### src/rtl/rm_bank_addr_pkg.sv
package rm_bank_addr_pkg;

   // decoded special-function class
   typedef struct packed {
      logic low_ovr;   // replace write low bits
      logic rgn_ovr;   // replace write region bits
      logic load;      // load region register
   } fn_class_t;

endpackage

### src/rtl/rm_fn_decode.sv
module rm_fn_decode
   import rm_bank_addr_pkg::*;
#(
   parameter int FW           = 8,
   parameter int LO_W         = 4,
   parameter int LOW_OVR_PAGE = 2,
   parameter int RGN_OVR_PAGE = 3,
   parameter int LOAD_CODE    = 'h40
) (
   input  logic          valid,
   input  logic [FW-1:0] func,
   output fn_class_t     cls
);
   localparam int PW = FW - LO_W;
   localparam logic [PW-1:0] LOW_P = PW'(LOW_OVR_PAGE);
   localparam logic [PW-1:0] RGN_P = PW'(RGN_OVR_PAGE);
   localparam logic [FW-1:0] LD_C  = FW'(LOAD_CODE);

   logic [PW-1:0] page;
   assign page = func[FW-1:LO_W];

   always_comb begin
      cls.low_ovr = valid && (page == LOW_P);
      cls.rgn_ovr = valid && (page == RGN_P);
      cls.load    = valid && (func == LD_C);
   end
endmodule

### src/rtl/rm_region_reg.sv
module rm_region_reg #(
   parameter int HI_W         = 4,
   parameter int ES_W         = 1,
   parameter bit ENTRY_BYPASS = 1'b1
) (
   input  logic            clk,
   input  logic            rst_n,
   input  logic            valid,
   input  logic            load,
   input  logic [HI_W-1:0] load_val,
   input  logic            entry,
   input  logic [ES_W-1:0] entry_rgn,
   output logic [HI_W-1:0] cur_rgn
);
   logic [HI_W-1:0] rgn_q;
   logic [HI_W-1:0] entry_val;
   logic            entry_now;

   assign entry_val = HI_W'(entry_rgn);
   assign entry_now = valid && entry;

   always_ff @(posedge clk) begin
      if (!rst_n)
         rgn_q <= '0;
      else if (load)
         rgn_q <= load_val;
      else if (entry_now)
         rgn_q <= entry_val;
   end

   generate
      if (ENTRY_BYPASS) begin : g_bypass
         assign cur_rgn = entry_now ? entry_val : rgn_q;
      end else begin : g_registered
         assign cur_rgn = rgn_q;
      end
   endgenerate
endmodule

### src/rtl/rm_addr_form.sv
module rm_addr_form
   import rm_bank_addr_pkg::*;
#(
   parameter int LO_W = 4,
   parameter int HI_W = 4,
   parameter int FW   = 8
) (
   input  logic               valid,
   input  logic               stack,
   input  logic               rd,
   input  logic               wr,
   input  logic [LO_W-1:0]    raddr,
   input  logic [FW-1:0]      func,
   input  fn_class_t          cls,
   input  logic [HI_W-1:0]    cur_rgn,
   output logic [HI_W+LO_W-1:0] rd_addr,
   output logic                 rd_en,
   output logic [HI_W+LO_W-1:0] wr_addr,
   output logic                 wr_en
);
   logic [LO_W-1:0] wr_lo;
   logic [HI_W-1:0] wr_hi;

   always_comb begin
      wr_lo   = cls.low_ovr ? func[LO_W-1:0] : raddr;
      wr_hi   = cls.rgn_ovr ? func[HI_W-1:0] : cur_rgn;
      rd_addr = {cur_rgn, raddr};
      wr_addr = {wr_hi, wr_lo};
      rd_en   = valid && rd && !stack;
      wr_en   = valid && wr && (!stack || cls.low_ovr);
   end
endmodule

### src/rtl/rm_bank_addr_gen.sv
module rm_bank_addr_gen
   import rm_bank_addr_pkg::*;
#(
   parameter int LO_W         = 4,
   parameter int HI_W         = 4,
   parameter int FW           = 8,
   parameter int ES_W         = 1,
   parameter int LOW_OVR_PAGE = 2,
   parameter int RGN_OVR_PAGE = 3,
   parameter int LOAD_CODE    = 'h40,
   parameter bit ENTRY_BYPASS = 1'b1,
   localparam int AW          = LO_W + HI_W
) (
   input  logic            clk,
   input  logic            rst_n,
   input  logic            instr_valid,
   input  logic            instr_stack,
   input  logic            instr_rd,
   input  logic            instr_wr,
   input  logic [LO_W-1:0] instr_raddr,
   input  logic [FW-1:0]   func,
   input  logic [HI_W-1:0] load_val,
   input  logic            task_entry,
   input  logic [ES_W-1:0] entry_rgn,
   output logic [AW-1:0]   rd_addr,
   output logic            rd_en,
   output logic [AW-1:0]   wr_addr,
   output logic            wr_en
);
   generate
      if (HI_W > LO_W) begin : g_bad_hi
         $error("region width must fit the function low field");
      end
      if (LO_W >= FW) begin : g_bad_fw
         $error("function field must be wider than register field");
      end
      if (ES_W > HI_W) begin : g_bad_es
         $error("entry select wider than region");
      end
      if (LOW_OVR_PAGE == RGN_OVR_PAGE) begin : g_bad_page
         $error("override pages must differ");
      end
   endgenerate

   fn_class_t       cls;
   logic [HI_W-1:0] cur_rgn;

   rm_fn_decode #(
      .FW(FW), .LO_W(LO_W), .LOW_OVR_PAGE(LOW_OVR_PAGE),
      .RGN_OVR_PAGE(RGN_OVR_PAGE), .LOAD_CODE(LOAD_CODE)
   ) u_dec (
      .valid(instr_valid), .func(func), .cls(cls)
   );

   rm_region_reg #(
      .HI_W(HI_W), .ES_W(ES_W), .ENTRY_BYPASS(ENTRY_BYPASS)
   ) u_rgn (
      .clk(clk), .rst_n(rst_n), .valid(instr_valid), .load(cls.load),
      .load_val(load_val), .entry(task_entry), .entry_rgn(entry_rgn),
      .cur_rgn(cur_rgn)
   );

   rm_addr_form #(
      .LO_W(LO_W), .HI_W(HI_W), .FW(FW)
   ) u_form (
      .valid(instr_valid), .stack(instr_stack), .rd(instr_rd), .wr(instr_wr),
      .raddr(instr_raddr), .func(func), .cls(cls), .cur_rgn(cur_rgn),
      .rd_addr(rd_addr), .rd_en(rd_en), .wr_addr(wr_addr), .wr_en(wr_en)
   );
endmodule

### config.mk
export PLATFORM = sky130hd
export DESIGN_NAME = rm_bank_addr_gen
export DESIGN_NICKNAME = d
export VERILOG_FILES = /design/src/rtl/rm_bank_addr_pkg.sv /design/src/rtl/rm_fn_decode.sv /design/src/rtl/rm_region_reg.sv /design/src/rtl/rm_addr_form.sv /design/src/rtl/rm_bank_addr_gen.sv
export SDC_FILE = /design/constraint.sdc
export NUM_CORES = 1
export LEC_CHECK = 0
export BUFFER_PORTS_ARGS = -buffer_cell sky130_fd_sc_hd__buf_2
export CAP_MARGIN = 20
export CELL_PAD_IN_SITES_DETAIL_PLACEMENT = 1
export CELL_PAD_IN_SITES_GLOBAL_PLACEMENT = 1
export CORE_MARGIN = 8
export CORE_UTILIZATION = 22
export DETAILED_ROUTE_END_ITERATION = 12
export GPL_ROUTABILITY_DRIVEN = 0
export PLACE_DENSITY_LB_ADDON = 0.1
export SYNTH_ARGS = -nofsm -noshare
export SYNTH_HDL_FRONTEND = slang
export SYNTH_SLANG_ARGS = --single-unit
### constraint.sdc
create_clock -name clk -period 2.6 [get_ports clk]
set_clock_uncertainty 0.15 [all_clocks]
set_input_delay 0.13 -clock clk [delete_from_list [all_inputs] [get_ports clk]]
set_output_delay 0.13 -clock clk [all_outputs]
set_load 0.03 [all_outputs]
==> run summary <==
OUTCOME
----------------------------------------------------------------------------------------
Result of the run .........................................................    completed

DETAILED ROUTING
----------------------------------------------------------------------------------------
DR WL/cell ................................................................     14.31 um
Count of antenna-violating nets left after detailed routing ...............            0
Via density ...............................................................        4.680
Routed vias ...............................................................          482
Number of iterations in the first detailed-routing pass ...................            2
Post-detailed-route DRC marker count ......................................            0
Iteration-0 DRC Markers ...................................................            4
Final wirelength ..........................................................     1.474 mm

POWER
----------------------------------------------------------------------------------------
Sw Ratio ..................................................................       32.14%
Proportion of power drawn by the clock network ............................        35.0%
P_leak ....................................................................    0.3453 nW
Pwr dens .................................................................. 339.4 nW/um2
Portion of total power attributed to sequential cells .....................        29.1%
Total power of the final layout ...........................................     215.7 uW
Largest voltage drop on the vdd net .......................................    0.2056 mV
Switching power ...........................................................     69.32 uW
Internal Dissipation ......................................................     146.4 uW
Comb pwr share ............................................................        35.9%

TIMING
----------------------------------------------------------------------------------------
Rel. slew slack ...........................................................       73.40%
Unrepaired setup endpoints after global routing ...........................           no
Final hold vios ...........................................................            0
Clock period minus final worst setup slack ................................     1.591 ns
Number of slew-limit violations in the final report .......................            0
Highest clock rate ........................................................    628.6 MHz
Setup Viol. Count Final ...................................................            0
Share of the clock period used by the worst path after layout .............       61.19%
Worst path setup slack after routing ......................................     1.009 ns
Smallest hold slack .......................................................   0.05965 ns
Setup Total Neg Slack .....................................................         0 ns
Pin slew with the least headroom to its limit .............................    0.3968 ns

LAYOUT
----------------------------------------------------------------------------------------
Final standard cell utilization of the core ...............................       37.63%
Area of combinational cells with multiple inputs ..........................    272.8 um2
Register containing the most flip-flops in the final layout ...............  u_rgn.rgn_q
Net total in the final layout .............................................          112
Most common library cell in the layout ignoring fill and taps ............. sky130_fd_sc_hd__buf_2
Biggest registers after layout ............................................ u_rgn.rgn_q (4)
Layout overhead on the synthesized area ...................................       62.82%
Max FFs per register ......................................................            4
Register area .............................................................    80.08 um2
Total inserted antenna cells ..............................................            0
Post-layout instance area .................................................    635.6 um2
Number of fillers in the final layout .....................................          232
Commonest non-fill, non-tap cells in the layout ........................... 41 x sky130_fd_sc_hd__buf_2, 7 x sky130_fd_sc_hd__nand2_1, 5 x sky130_fd_sc_hd__mux2_2
Finished Layout Cells .....................................................          103
Fraction of final layout cells sized beyond drive strength 1 ..............       59.30%

CLOCK TREE
----------------------------------------------------------------------------------------
Number of setup buffers added after CTS ...................................            0
Clk Latency, worst-skew pair ..............................................      0.23 ns
Number of CTS-inserted buffers ............................................            3
Clock transition at the registers of the reported paths ...................      0.04 ns
Master cell of the clock root buffer ...................................... sky130_fd_sc_hd__clkbuf_4
Buffer depth of the longest clock path ....................................            2
Number of gates given a new drive strength after cts ......................            0
Total number of clock tree sinks ..........................................            4
TritonCTS clock tree ......................................................         done
Number of hold buffers added after cts ....................................            3
Maximum level of the CTS H-tree ...........................................            1

LOGIC SYNTHESIS
----------------------------------------------------------------------------------------
Proportion of synthesized area in mux cells ...............................       33.65%
Seq cells post-synth ......................................................            4
Largest family of logic cells by synthesized area ......................... multiplexers
Simple logic cell fraction of the synthesized area ........................       25.96%
Cells taking the most area after synthesis ................................ sky130_fd_sc_hd__dfxtp_1 21%, sky130_fd_sc_hd__mux2_2 14%, sky130_fd_sc_hd__mux2_1 12%
Gate Count Post-Synth .....................................................           44
Fraction of synthesized cell area in xor and xnor cells ...................           0%
Dominant cell type by area after synthesis ................................ sky130_fd_sc_hd__dfxtp_1
Post-Syn Area per Cell ....................................................    8.872 um2
Mapped cell area ..........................................................    390.4 um2
Warning count from the yosys run ..........................................            0
Unique masters post-synth .................................................           19
Top-area cell type share of the netlist area ..............................       20.51%
Sequential-to-total area share from yosys stat ............................       20.51%
Post-synthesis adder-cell area fraction ...................................           0%
Synth Net Count ...........................................................           68
Fraction of the mapped netlist area in compound gates .....................       10.26%

WORST SETUP PATH
----------------------------------------------------------------------------------------
Start-to-end type of the worst setup path ................................. input pin to primary output
CP Launch Type ............................................................    input pin
Critical path capture point type .......................................... primary output
Crit-path max FO ..........................................................            4
WP data required ..........................................................      2.32 ns
Number of buffers and inverters on the critical path ......................            2
Most frequent CP cell ..................................................... sky130_fd_sc_hd__buf_2
Kind of cell adding the most delay to the critical path ................... simple AND/OR/NAND/NOR gates
Reg2reg setup slack .......................................................      1.55 ns
Arrival time at the worst endpoint ........................................      1.31 ns
Critical Path, Cell by Cell ............................................... buf_2 -> nor3b_1 -> and3_1 -> mux2_2 -> buf_2
Longest individual stage delay on the worst path ..........................      0.36 ns
Critical-path top delay cell .............................................. sky130_fd_sc_hd__mux2_2

GLOBAL ROUTING
----------------------------------------------------------------------------------------
Total track usage .........................................................       9.569%
Via count of the first global-routing pass ................................          537
Overflow left after global routing ........................................            0
First-pass GRT wire length ................................................     2.546 mm
Initial antenna violation count ...........................................            0
Maximum number of pins on one net before global-route repair ..............            9

FLOORPLANNING
----------------------------------------------------------------------------------------
Effective utilization at floorplan ........................................       23.11%
Total die area ............................................................     3379 um2
Overall die height ........................................................     58.13 um
Standard-cell row count ...................................................           15
Number of ports placed on the die boundary ................................           42
Core box area .............................................................     1689 um2
Width of the chip .........................................................     58.13 um

HOLD PATH
----------------------------------------------------------------------------------------
Type of the worst min-delay path .......................................... input pin to flop

PLACE
----------------------------------------------------------------------------------------
Minimum setup slack after placement .......................................    0.9480 ns
Count of buffers from port buffering ......................................           41
Cell Count Post-Placement .................................................           97
Total half-perimeter wirelength after legalization and detailed placement .     1.297 mm
Total cell area at the placement stage ....................................    583.1 um2

RUN
----------------------------------------------------------------------------------------
Max_cap viols .............................................................            0

cell type report:
type | instances | area share (%)
multi-input cells | 34 | 42.91
well taps | 17 | 3.346
inverters | 1 | 0.5906
clock buffers | 3 | 3.543
flip-flops and latches | 4 | 12.60
repair buffers | 44 | 37.01
Yosys cell counts:
cell type and count:
sky130_fd_sc_hd__nand2_1 7, sky130_fd_sc_hd__mux2_2 5, sky130_fd_sc_hd__a21boi_1 4, sky130_fd_sc_hd__buf_4 4, sky130_fd_sc_hd__dfxtp_1 4, sky130_fd_sc_hd__mux2_1 4, sky130_fd_sc_hd__mux2i_1 3, sky130_fd_sc_hd__nand2b_1 2
sky130_fd_sc_hd__and3_1 1, sky130_fd_sc_hd__clkbuf_1 1, sky130_fd_sc_hd__inv_1 1, sky130_fd_sc_hd__nand3b_1 1, sky130_fd_sc_hd__nor2_1 1, sky130_fd_sc_hd__nor3_2 1, sky130_fd_sc_hd__nor3b_1 1, sky130_fd_sc_hd__o211a_1 1
sky130_fd_sc_hd__or3_1 1, sky130_fd_sc_hd__or4_1 1, sky130_fd_sc_hd__or4b_4 1
kinds of logic (layout without fill, tap and decap cells):
group	Yosys count	count (layout)
flip-flops	4	4
buffers and inverters	6	48
AO/OA/AOI/OAI	5	5
AND/OR/NAND/NOR	17	17
multiplexers	12	12
per-layer routing:
layer	GRT usage [%]	wire, um
met5	0	0
met4	5.245	10
met3	4.415	159
met2	16.88	772
met1	8.978	531
final timing paths:
kind,start,cells after the start,end
worst max register to register,u_rgn.rgn_q[0],2,u_rgn.rgn_q[0]
worst min-delay path,rst_n,2,u_rgn.rgn_q[0]
worst max-delay path,func[7],5,wr_addr[5]
worst min register to register,u_rgn.rgn_q[3],3,u_rgn.rgn_q[3]
power by group through the flow:
| stage | Sequential (mW) | Clock [mW] | Combinational [mW] |
|---|---|---|---|
| floorplan | 0.0636 | 0 | 0.0440 |
| global placement | 0.0637 | 0 | 0.0749 |
| detailed placement | 0.0636 | 0 | 0.0748 |
| CTS | 0.0626 | 0.0823 | 0.0784 |
| global route | 0.0626 | 0.0872 | 0.0843 |
| finish | 0.0627 | 0.0755 | 0.0775 |
No activity file was read; power rests on OpenSTA's default activity.
